$ cat src/rtl/pwm_db_pkg.sv
package pwm_db_pkg;
  localparam int CODE_W = 8;
  localparam int DT_W   = 10;  // holds the largest delay, 1008 ticks

  // Piecewise decode: each segment becomes a shifted concatenation, so no multiplier is needed
  function automatic logic [DT_W-1:0] dt_from_code(input logic [CODE_W-1:0] c);
    logic [DT_W-1:0] r;
    if (!c[7])      r = DT_W'(c);                            // linear, 1x
    else if (!c[6]) r = DT_W'({1'b1, c[5:0], 1'b0});         // 128 + 2*x
    else if (!c[5]) r = DT_W'({1'b1, c[4:0], 3'b000});       // 256 + 8*x
    else            r = DT_W'({1'b1, c[4:0], 4'b0000});      // 512 + 16*x
    return r;
  endfunction
endpackage

$ cat src/rtl/pwm_db_decode.sv
module pwm_db_decode
  import pwm_db_pkg::*;
(
  input  logic              clk,
  input  logic              rst_n,
  input  logic [CODE_W-1:0] code,
  output logic [DT_W-1:0]   dt_ticks
);
  always_comb dt_ticks = dt_from_code(code);

  // every segment maps to at least the code value itself
  a_r4_monotonic: assert property (@(posedge clk) disable iff (!rst_n)
    dt_ticks >= DT_W'(code))
    else $error("decode below code value");

  // ceiling of the coarsest segment
  a_r4_ceiling: assert property (@(posedge clk) disable iff (!rst_n)
    dt_ticks <= DT_W'(1008))
    else $error("decode above ceiling");
endmodule

$ cat src/rtl/pwm_db_channel.sv
module pwm_db_channel #(
  parameter int CNT_W = 10
) (
  input  logic             clk,
  input  logic             rst_n,
  input  logic             tick_en,
  input  logic             src,
  input  logic             chan_en,
  input  logic [CNT_W-1:0] dt_ticks,
  output logic             chan_out
);
  logic             src_q;
  logic [CNT_W-1:0] cnt_q, cnt_d;
  logic             rise, reached, dt_zero;

  always_comb begin
    rise    = src & ~src_q;
    reached = (cnt_q >= dt_ticks);
    dt_zero = (dt_ticks == '0);
  end

  // Elapsed-tick counter; it counts up only while the phase is active and not yet expired
  always_comb begin
    cnt_d = cnt_q;
    if (!src)                      cnt_d = '0;
    else if (rise)                 cnt_d = tick_en ? CNT_W'(1) : '0;
    else if (tick_en && !reached)  cnt_d = cnt_q + CNT_W'(1);
  end

  always_ff @(posedge clk or negedge rst_n) begin
    if (!rst_n) begin
      src_q <= 1'b0;
      cnt_q <= '0;
    end else begin
      src_q <= src;
      cnt_q <= cnt_d;
    end
  end

  // The output drops together with src; it rises only after the count has expired
  always_comb chan_out = chan_en & src & (dt_zero | (~rise & reached));

  // no output in the first cycle of a phase while a nonzero delay is set
  a_r8_no_early_rise: assert property (@(posedge clk) disable iff (!rst_n)
    (rise && !dt_zero) |-> !chan_out)
    else $error("output high on phase start");

  // without a tick the elapsed count holds
  a_r5_hold_without_tick: assert property (@(posedge clk) disable iff (!rst_n)
    (src && src_q && !tick_en) |=> (cnt_q == $past(cnt_q)))
    else $error("count moved without tick");
endmodule

$ cat src/rtl/pwm_deadband.sv
module pwm_deadband
  import pwm_db_pkg::*;
(
  input  logic              clk,
  input  logic              rst_n,
  input  logic              tick_en,
  input  logic              ref_in,
  input  logic [CODE_W-1:0] dt_code,
  input  logic              main_en,
  input  logic              comp_en,
  output logic              main_out,
  output logic              comp_out
);
  localparam int NCH = 2;

  logic [1:0]      rst_sync_q;
  logic            core_rst_n;
  logic [DT_W-1:0] dt_ticks;
  logic [NCH-1:0]  src_v, en_v, out_v;

  // Assert asynchronously, release on the clock
  always_ff @(posedge clk or negedge rst_n) begin
    if (!rst_n) rst_sync_q <= 2'b00;
    else        rst_sync_q <= {rst_sync_q[0], 1'b1};
  end
  always_comb core_rst_n = rst_sync_q[1];

  pwm_db_decode u_decode (
    .clk      (clk),
    .rst_n    (core_rst_n),
    .code     (dt_code),
    .dt_ticks (dt_ticks)
  );

  always_comb begin
    src_v = {~ref_in, ref_in};
    en_v  = {comp_en, main_en};
  end

  for (genvar g = 0; g < NCH; g++) begin : g_ch
    pwm_db_channel #(.CNT_W(DT_W)) u_ch (
      .clk      (clk),
      .rst_n    (core_rst_n),
      .tick_en  (tick_en),
      .src      (src_v[g]),
      .chan_en  (en_v[g]),
      .dt_ticks (dt_ticks),
      .chan_out (out_v[g])
    );
  end

  always_comb begin
    main_out = out_v[0];
    comp_out = out_v[1];
  end

  // the two drive outputs never overlap
  a_r11_no_overlap: assert property (@(posedge clk) disable iff (!core_rst_n)
    !(main_out && comp_out))
    else $error("both outputs high");

  // an output that was high is low once its phase has ended
  a_r7_fall_with_ref: assert property (@(posedge clk) disable iff (!core_rst_n)
    $fell(ref_in) |-> !main_out)
    else $error("main output held past reference fall");
endmodule

$ cat config.mk
export PLATFORM = sky130hd
export DESIGN_NAME = pwm_deadband
export DESIGN_NICKNAME = d
export VERILOG_FILES = /design/src/rtl/pwm_db_pkg.sv /design/src/rtl/pwm_db_decode.sv /design/src/rtl/pwm_db_channel.sv /design/src/rtl/pwm_deadband.sv
export SDC_FILE = /design/constraint.sdc
export NUM_CORES = 1
export LEC_CHECK = 0
export BUFFER_PORTS_ARGS = -buffer_cell sky130_fd_sc_hd__buf_2
export CORE_UTILIZATION = 60
export DETAILED_ROUTE_END_ITERATION = 7
export GPL_TIMING_DRIVEN = 1
export PLACE_DENSITY = 0.83
export SLEW_MARGIN = 20
export SYNTH_ARGS = -nofsm -noshare
export SYNTH_HDL_FRONTEND = slang
export SYNTH_HIERARCHICAL = 1
export SYNTH_SLANG_ARGS = --single-unit
$ cat constraint.sdc
create_clock -name clk -period 5.4 [get_ports clk]
set_clock_uncertainty 0.15 [all_clocks]
set_input_delay 0.54 -clock clk [delete_from_list [all_inputs] [get_ports clk]]
set_output_delay 0.54 -clock clk [all_outputs]
set_load 0.01 [all_outputs]
; ---- Yosys cells after proc, flatten, opt, wreduce, memory -nomap -nowiden
; Cells that the tools add are included.
[totals]
ff_bits = 24
output_inout_bits = 2
wordCells = 41
[op_classes]
addsub = 2
magnitude_cmp = 2
n_eq_ne = 1
mux = 10
n_bitwise = 15
n_reduce_logical = 6
[ops]
columns = operator, n
row1 = 2-to-1 mux 10 bit, 9
row2 = adder 10 x 1 -> 10 bit (second input constant), 2
row3 = >= comparator 10 bit, 2
row4 = logical NOT 10 bit, 1
row5 = AND 1 bit, 8
row6 = NOT 1 bit, 5
row7 = inequality test 3 x 1 -> 1 bit (second input constant), 1
row8 = nonzero test 3 bit, 1
row9 = logical AND 1 bit, 2
row10 = logical NOT 1 bit, 2
row11 = bitwise OR 1 bit, 2
row12 = 2-to-1 mux 1 bit, 1

; ---- Depth between registers and ports, before layout
; Gate-level depths: netlist of the first run.
[logic_depth]
word_depth = 9
mapped_depth = 12

; ---- Modules after synthesis
; The synthesis of the first run kept the hierarchy.
[by_module_without_submodules]
columns = module, instances, cells_per_inst, area_per_inst_um2, seq_area_each_um2
row1 = pwm_db_channel, 2, 105, 889.6, 275.3
row2 = pwm_db_decode, 1, 30, 211.5, 0.0
row3 = pwm_deadband, 1, 4, 57.6, 50.0

; ---- Worst setup path before layout of the first run
; No wires, ideal clock.
[synth_timing]
path_type = input-to-output
from = input port dt_code[5]
to = output port comp_out
arrival_ns = 2.450
required_ns = 4.710
slack_ns = 2.260
stages = 11
path_cell_list = buf_6 and3b_1 o22a_1 inv_1 ha_1 a21oi_1 o21ai_0 nor2b_1 clkbuf_1 o21ai_1 a21oi_1
[synth_via]
elab_chain_cells = 7
elab_cells_between_ends = 8
classes_between = 1 x order compare / 3 x mux / 3 x bitwise / 1 x reduce/logical
[synth_lines]
columns = element, line_no
row1 = "start, declared", pwm_deadband.sv:8  ; input logic [CODE_W-1:0] dt_code,
row2 = 2-to-1 mux 10 bit *, pwm_db_pkg.sv:10  ; else if (!c[5]) r = DT_W'({1'b1, c[4:0], 3'b000});
row3 = 2-to-1 mux 10 bit *, pwm_db_pkg.sv:9  ; else if (!c[6]) r = DT_W'({1'b1, c[5:0], 1'b0});
row4 = 2-to-1 mux 10 bit *, pwm_db_pkg.sv:8  ; if (!c[7]) r = DT_W'(c);
row5 = named net dt_ticks[3], pwm_deadband.sv:18  ; logic [DT_W-1:0] dt_ticks;
row6 = >= comparator 10 bit, pwm_db_channel.sv:18  ; reached = (cnt_q >= dt_ticks);
row7 = AND 1 bit, pwm_db_channel.sv:41  ; always_comb chan_out = chan_en & src & (dt_zero | (~rise & reached));
row8 = bitwise OR 1 bit *, pwm_db_channel.sv:41
row9 = AND 1 bit *, pwm_db_channel.sv:41
row10 = "end, declared", pwm_deadband.sv:12  ; output logic comp_out
; The timed path passes the listed nets; every way through them passes the cells marked *.

; ---- Final worst setup path of the first run
[layout_timing]
from = input port dt_code[7]
to = output port comp_out
[layout_via]
elab_chain_cells = 5
elab_cells_between_ends = 6
classes_between = 1 x order compare / 1 x mux / 3 x bitwise / 1 x reduce/logical
[layout_lines]
columns = element, line_no
row1 = 2-to-1 mux 10 bit *, pwm_db_pkg.sv:8
row2 = named net dt_ticks[2], pwm_deadband.sv:18
row3 = >= comparator 10 bit, pwm_db_channel.sv:18
row4 = AND 1 bit, pwm_db_channel.sv:41
row5 = bitwise OR 1 bit *, pwm_db_channel.sv:41
row6 = AND 1 bit *, pwm_db_channel.sv:41
; Marked as above.

==> run metrics, run 1 <==
crit path time final=3.33 ns; critical path capture point type=primary output; Mapped Cells=244; row count=20; top post-synthesis cells by area=dfrtp_1 (29%), ha_1 (13%), a21oi_1 (4.9%); CP max stage delay=0.34 ns; DIE WIDTH=between 60 and 70 um; Req. time, crit path=between 4 and 5 ns; Final ANT Viol Nets=0; # DRC=0; worst path cell trace=buf_2, inv_1, nor2_1, a22o_1, inv_1, ha_1, nand4_1, nor2_1, a211o_1, o21ai_1, a21oi_1, buf_2; initial antenna violation count=0; Lkg Pwr=1.01 nW; Post-Route WL=~4.6 mm; pin count of the biggest net entering global routing=23; setup TNS=0 ns; Post-synth ARST share=100%; # diodes=0; clock-pin slew on the worst setup and hold paths=between 0.1 and 0.15 ns; status=finished, final reports clean; syn avg cell area=approximately 8.4 um^2; Slew @ Worst Pin=approximately 0.87 ns; GRT overflow=0; PwrDens=around 180 nW/um^2; Via density=roughly 6.5; Syn Std Cell Area=just over 2000 um^2; area of the multi-input gates=between 1000 and 1500 um^2; Setup violations, final=0; share of cells above drive strength 1=about a tenth; crit start category=input pin; RSZ-0062 raised after global routing=no; count of pins over their slew limit=0; prevailing post-synth register cell=dfrtp_1; Hold Vio Cnt, Final=0; Die H=60.4 um; Top Family by Delay on Critical Path=compound AO/OA/AOI/OAI gates; Post-synth EDFFs=0; CTS H-Tree Depth=1; Initial DRT Pass Iterations=4; post-synthesis sequential area ratio=29.3%; Crit path arrival time=2.64 ns; # fillers=approximately 280; gr usage total=between 20% and 30%; Placed Cells=roughly 300; register area=about 600 um^2; Syn-to-layout area delta=7.76%; Synth area leader=dfrtp_1; PortBufs=15; routed via count=a little under 2000; Synth Register Bits=24; Placer Congestion=0.850; Slew Limit Headroom=between 40% and 50%; DP Worst Slack=just over 2 ns; IO Count=16; Final Cycle Share=between 60% and 70%; vias in the first global route=1809; Max Root-Sink Buffers=2; wire length per cell=between 15 and 20 um; global-route wire length before repair=between 8 and 9 mm; Cell Count, Final, Fillers Out=between 300 and 400; Peak VDD IR=~0.14 mV; 1st-iter DRT viols=~160; Buf+Inv Stages, Crit Path=4; die area=approximately 3700 um^2; CTS Buf Count=3; Crit Path Max Fanout=11; CTS Sinks=24; placed cell areas=around 2100 um^2; fmax=0.300 GHz; Root Buffer Master=clkbuf_4; Max-Cap Viols=0; post-route setup slack=~2.1 ns; Yosys top cell area share=29.3%; Hold Path Class=reg -> async; Crit Path Class=in -> out; CP max-delay cell=a211o_1; Std-Cell Core Area=approximately 3200 um^2; syn nets=280; initial core utilization=65.0%; Clock Latency Late Sink=around 0.33 ns; # resized after CTS=0; number of nets in the layout=296; Layout Cell Area excl Fill=about 2200 um^2; dpl hpwl=around 3.6 mm; number of synthesis warnings=6; Unique masters post-synth=38; CTS tree=yes
stage by stage:
| stage | util (%) | total power [mW] | hold WS, ns |
|---|---|---|---|
| final | 70.0 | 0.393 | 0.217 |
| after global placement | 68.0 | 0.260 | 0.179 |
| after global routing | 70.0 | 0.413 | 0.213 |
| after floorplan | - | 0.243 | 0.0944 |
| after CTS | 70.0 | 0.393 | 0.221 |
| after detailed placement | 68.0 | 0.262 | 0.182 |
cells in the final DEF, fill, tap and decap left out, types with 2 or more instances in the layout:
cell and instances:
a21o_1 3, a2111oi_2 2, a22o_1 2, or4_1 8, o21ai_1 2, nor3b_1 2, clkbuf_4 3, nor2_1 11
and2_1 2, o311ai_0 2, o31ai_1 8, a31oi_1 2, nor2b_1 3, nand4_1 10, o41ai_1 2, a311o_1 2
a211oi_1 2, dfrtp_1 24, buf_4 2, o21ai_0 10, buf_2 15, ha_1 22, a2111o_1 2, mux2i_1 6
nand3_1 8, inv_1 26, nor4_1 10, a21oi_1 20, nand2_1 24, nand2b_1 11, a211o_1 2, a41o_1 2
worst register-to-register path: stages (launching register included):
cell and delay [ns]:
dfrtp_1 0.46, inv_1 0.09, ha_1 0.27, nand2b_1 0.14, a21o_1 0.22, a2111o_1 0.52
or4_1 0.50, a21oi_1 0.15
cells by family after synthesis:
kind of cell | count (synthesis) | share of synthesized area (%)
mux | 6 | 2.93
compound gates | 66 | 22.6
buf+inv | 33 | 7.15
flops | 24 | 29.3
fa+ha+maj | 22 | 13.4
simple gates | 92 | 24.4
other cells | 1 | 0.183
flip-flops by register name (all words and copies together) (netlist names):
register and cells:
g_ch.u_ch/cnt_q 20, g_ch.u_ch/src_q 2, rst_sync_q 2
Yosys cell counts (3+ instances only):
library cell  instances
a21o_1                3
a21oi_1              20
buf_6                 3
clkbuf_1              4
dfrtp_1              24
ha_1                 22
inv_1                26
mux2i_1               6
nand2_1              24
nand2b_1             11
nand3_1               8
nand4_1              10
nor2_1               11
nor2b_1               3
nor4_1               10
o21ai_0              10
o31ai_1               8
or4_1                 8
layout make-up:
cell class / instances / share of cell area [%]
clock buffers: 3 / 1.02
clock inverters: 1 / 1.36
inverters: 26 / 4.42
multi-input cells: 187 / 59.0
flip-flops and latches: 24 / 27.2
well taps: 44 / 2.49
repair buffers: 18 / 4.54
path summary, 6_finish.rpt:
kind,from,to,slack [ns],cells past startpoint
min,rst_sync_q[1],g_ch[1].u_ch/cnt_q[2],0.22,0
max,dt_code[7],comp_out,2.07,12
min reg2reg,rst_sync_q[1],g_ch[1].u_ch/cnt_q[2],0.22,0
max reg2reg,g_ch[1].u_ch/cnt_q[0],g_ch[1].u_ch/cnt_q[4],2.84,7
min in group clk,rst_sync_q[0],rst_sync_q[1],0.22,0
max in group asynchronous,rst_sync_q[1],g_ch[0].u_ch/cnt_q[1],4.34,0
power by group:
part	switching [mW]	leakage, nW	internal (mW)
Combinational	0.0424	0.663	0.0275
Sequential	0.00708	0.323	0.183
Clock	0.0579	0.0279	0.0752
timing repair:
item                                   4_1_cts  5_1_grt
buffers inserted                             0        0
hold buffers                                 1        0
endpoints found under the hold margin        2        0
routing by layer:
layer	vias to the layer above	part of all wire (%)	track usage (%)
li1	949	-	-
met1	915	46	42.4
met4	0	1.9	13.0
met3	11	7.4	4.48
met5	-	0	0
met2	80	44	44.3
Power figures use the tool's default switching activity.
==> run 2: changes to the inputs <==
==> constraint.sdc (replaced) <==
create_clock -name clk -period 3.08 [get_ports clk]
set_clock_uncertainty 0.15 [all_clocks]
set_input_delay 0.308 -clock clk [delete_from_list [all_inputs] [get_ports clk]]
set_output_delay 0.308 -clock clk [all_outputs]
set_load 0.01 [all_outputs]
==> run metrics, run 2 (synthesis gave the netlist of run 1 again) <==
Slew @ Worst Pin=0.941 ns (was 0.869 ns); Syn-to-layout area delta=8.86% (was 7.76%); Post-Route WL=4.65 mm (was 4.57 mm); number of nets in the layout=298 (was 296); CTS Sinks=24 (unchanged); initial antenna violation count=0 (unchanged); total power=0.690 mW (was 0.393 mW); Largest Register=g_ch.u_ch/cnt_q (unchanged); share of cells above drive strength 1=11.1% (was 10.0%); # diodes=0 (unchanged); routed via count=1926 (was 1955); Clock Latency Late Sink=0.32 ns (was 0.33 ns); Util after Layout=70.7% (was 70.0%); row count=20 (unchanged); Crit path arrival time=2.39 ns (was 2.64 ns); # DRC=0 (unchanged); initial core utilization=65.0% (unchanged); CTS H-Tree Depth=1 (unchanged); CTS Buf Count=3 (unchanged); setup TNS=0 ns (unchanged); reg2reg path depth=7 (unchanged); R2R Path End=g_ch[1].u_ch/cnt_q[4] (unchanged); Peak VDD IR=0.270 mV (was 0.142 mV); commonest cells after routing, fill and taps aside=inv_1 (26), nand2_1 (24), dfrtp_1 (24) (unchanged); Max-Cap Viols=0 (unchanged); r2r setup slk=0.58 ns (was 2.84 ns); post-route setup slack=0.232 ns (was 2.07 ns); DP Worst Slack=0.153 ns (was 2.08 ns); Std-Cell Core Area=3150 um^2 (unchanged); Largest regs=g_ch.u_ch/cnt_q (20), g_ch.u_ch/src_q (2), rst_sync_q (2) (unchanged); dpl hpwl=3.65 mm (was 3.59 mm); Final ANT Viol Nets=0 (unchanged); Max Root-Sink Buffers=2 (unchanged); global-route wire length before repair=7.49 mm (was 8.03 mm); clock-pin slew on the worst setup and hold paths=0.15 ns (was 0.14 ns); Lkg Pwr=1.02 nW (was 1.01 nW); Hold Vio Cnt, Final=0 (unchanged); reg-to-reg startpoint=g_ch[1].u_ch/cnt_q[0] (unchanged); PortBufs=15 (unchanged); Setup Buffers After CTS=0 (unchanged); wire length per cell=15.2 um (was 15.1 um); fmax=0.351 GHz; status=finished, final reports clean (unchanged); critical path capture point type=primary output (unchanged); CTS tree=yes (unchanged); die area=3650 um^2 (unchanged); vias in the first global route=1727 (was 1809); gr usage total=27.1% (was 29.5%); Crit Path Max Fanout=11 (unchanged); count of pins over their slew limit=0 (unchanged); 1st-iter DRT viols=138 (was 155); crit start category=input pin (unchanged); Final Cycle Share=between 90% and 100%; Die H=60.4 um (unchanged); crit path time final=roughly 2.8 ns; max reg flops=20 (unchanged); GRT overflow=0 (unchanged); pin count of the biggest net entering global routing=23 (unchanged); PwrDens=309 nW/um^2 (was 178 nW/um^2); Crit Path Class=in -> out (unchanged); Req. time, crit path=2.62 ns (was 4.71 ns); Slew Limit Headroom=37.2% (was 42.0%); DIE WIDTH=60.4 um (unchanged); most common cell after layout, fill and taps aside=inv_1 (unchanged); Initial DRT Pass Iterations=4 (unchanged); Via density=6.31 (was 6.45); IO Count=16 (unchanged); Hold Path Class=in -> async (was reg -> async); Root Buffer Master=clkbuf_4 (unchanged); Setup violations, final=0 (unchanged); RSZ-0062 raised after global routing=no (unchanged); Placer Congestion=0.855 (was 0.850)
run 2: cell types whose count changed in the layout (fill, tap and decap cells not counted):
cell and change:
a211o_1 -1, a211o_2 +1, a21oi_1 -1, a21oi_2 +1, buf_4 +1, dlygate4sd3_1 +1
run 2: area by class of cell:
type,count,area [um^2]
multi-input combinational,187,1310
fill,270,923
sequential,24,601
timing repair buffer,20,118
inverter,26,97.6
tap,44,55.1
clock inverter,1,30.0
clock buffer,3,22.5
run 2: critical path: stages:
cell     delay (ns)
buf_2          0.16
inv_1          0.15
o21ai_0        0.12
a22oi_2        0.18
inv_1          0.09
ha_1           0.29
nand4_1        0.13
nor2_1         0.26
a211o_1        0.33
o21ai_1        0.11
a21oi_1        0.13
buf_2          0.14
run 2: worst max-delay path by stage:
stage | startpoint | to | slack (ns)
finish | dt_code[7] | main_out | 0.23
global route | dt_code[6] | main_out | 0.05
CTS | dt_code[5] | comp_out | 0.18
detailed placement | dt_code[5] | g_ch[1].u_ch/cnt_q[4] | 0.15
global placement | dt_code[5] | g_ch[1].u_ch/cnt_q[8] | 0.19
floorplan | dt_code[5] | comp_out | 0.40
run 2: power breakdown:
| part | internal [mW] | total, mW | switching (mW) |
|---|---|---|---|
| logic | 0.0493 | 0.122 | 0.0732 |
| registers | 0.321 | 0.334 | 0.0127 |
| clock network | 0.132 | 0.233 | 0.102 |
run 2: layer usage:
| metal | routed length [um] | track usage (%) |
|---|---|---|
| met1 | 2220 | 36.4 |
| met2 | 2170 | 46.3 |
| met3 | 245 | 3.20 |
| met4 | 19 | 7.47 |
| met5 | 0 | 0 |
run 2: metrics by stage:
stage	cell area [um^2]	std cells	hold slack (ns)
after floorplan	2050	244	-0.138
after global placement	2150	299	-0.0549
after detailed placement	2150	299	-0.0556
after CTS	2210	304	0.00941
after global routing	2230	305	0.109
final	2230	305	0.115
run 2: what timing repair did:
| item | 4_1_cts | 5_1_grt |
|---|---|---|
| gates resized for setup | 0 | 2 |
| hold buffers | 1 | 1 |
| endpoints found under the setup margin | 0 | 1 |
| endpoints found under the hold margin | 2 | 1 |
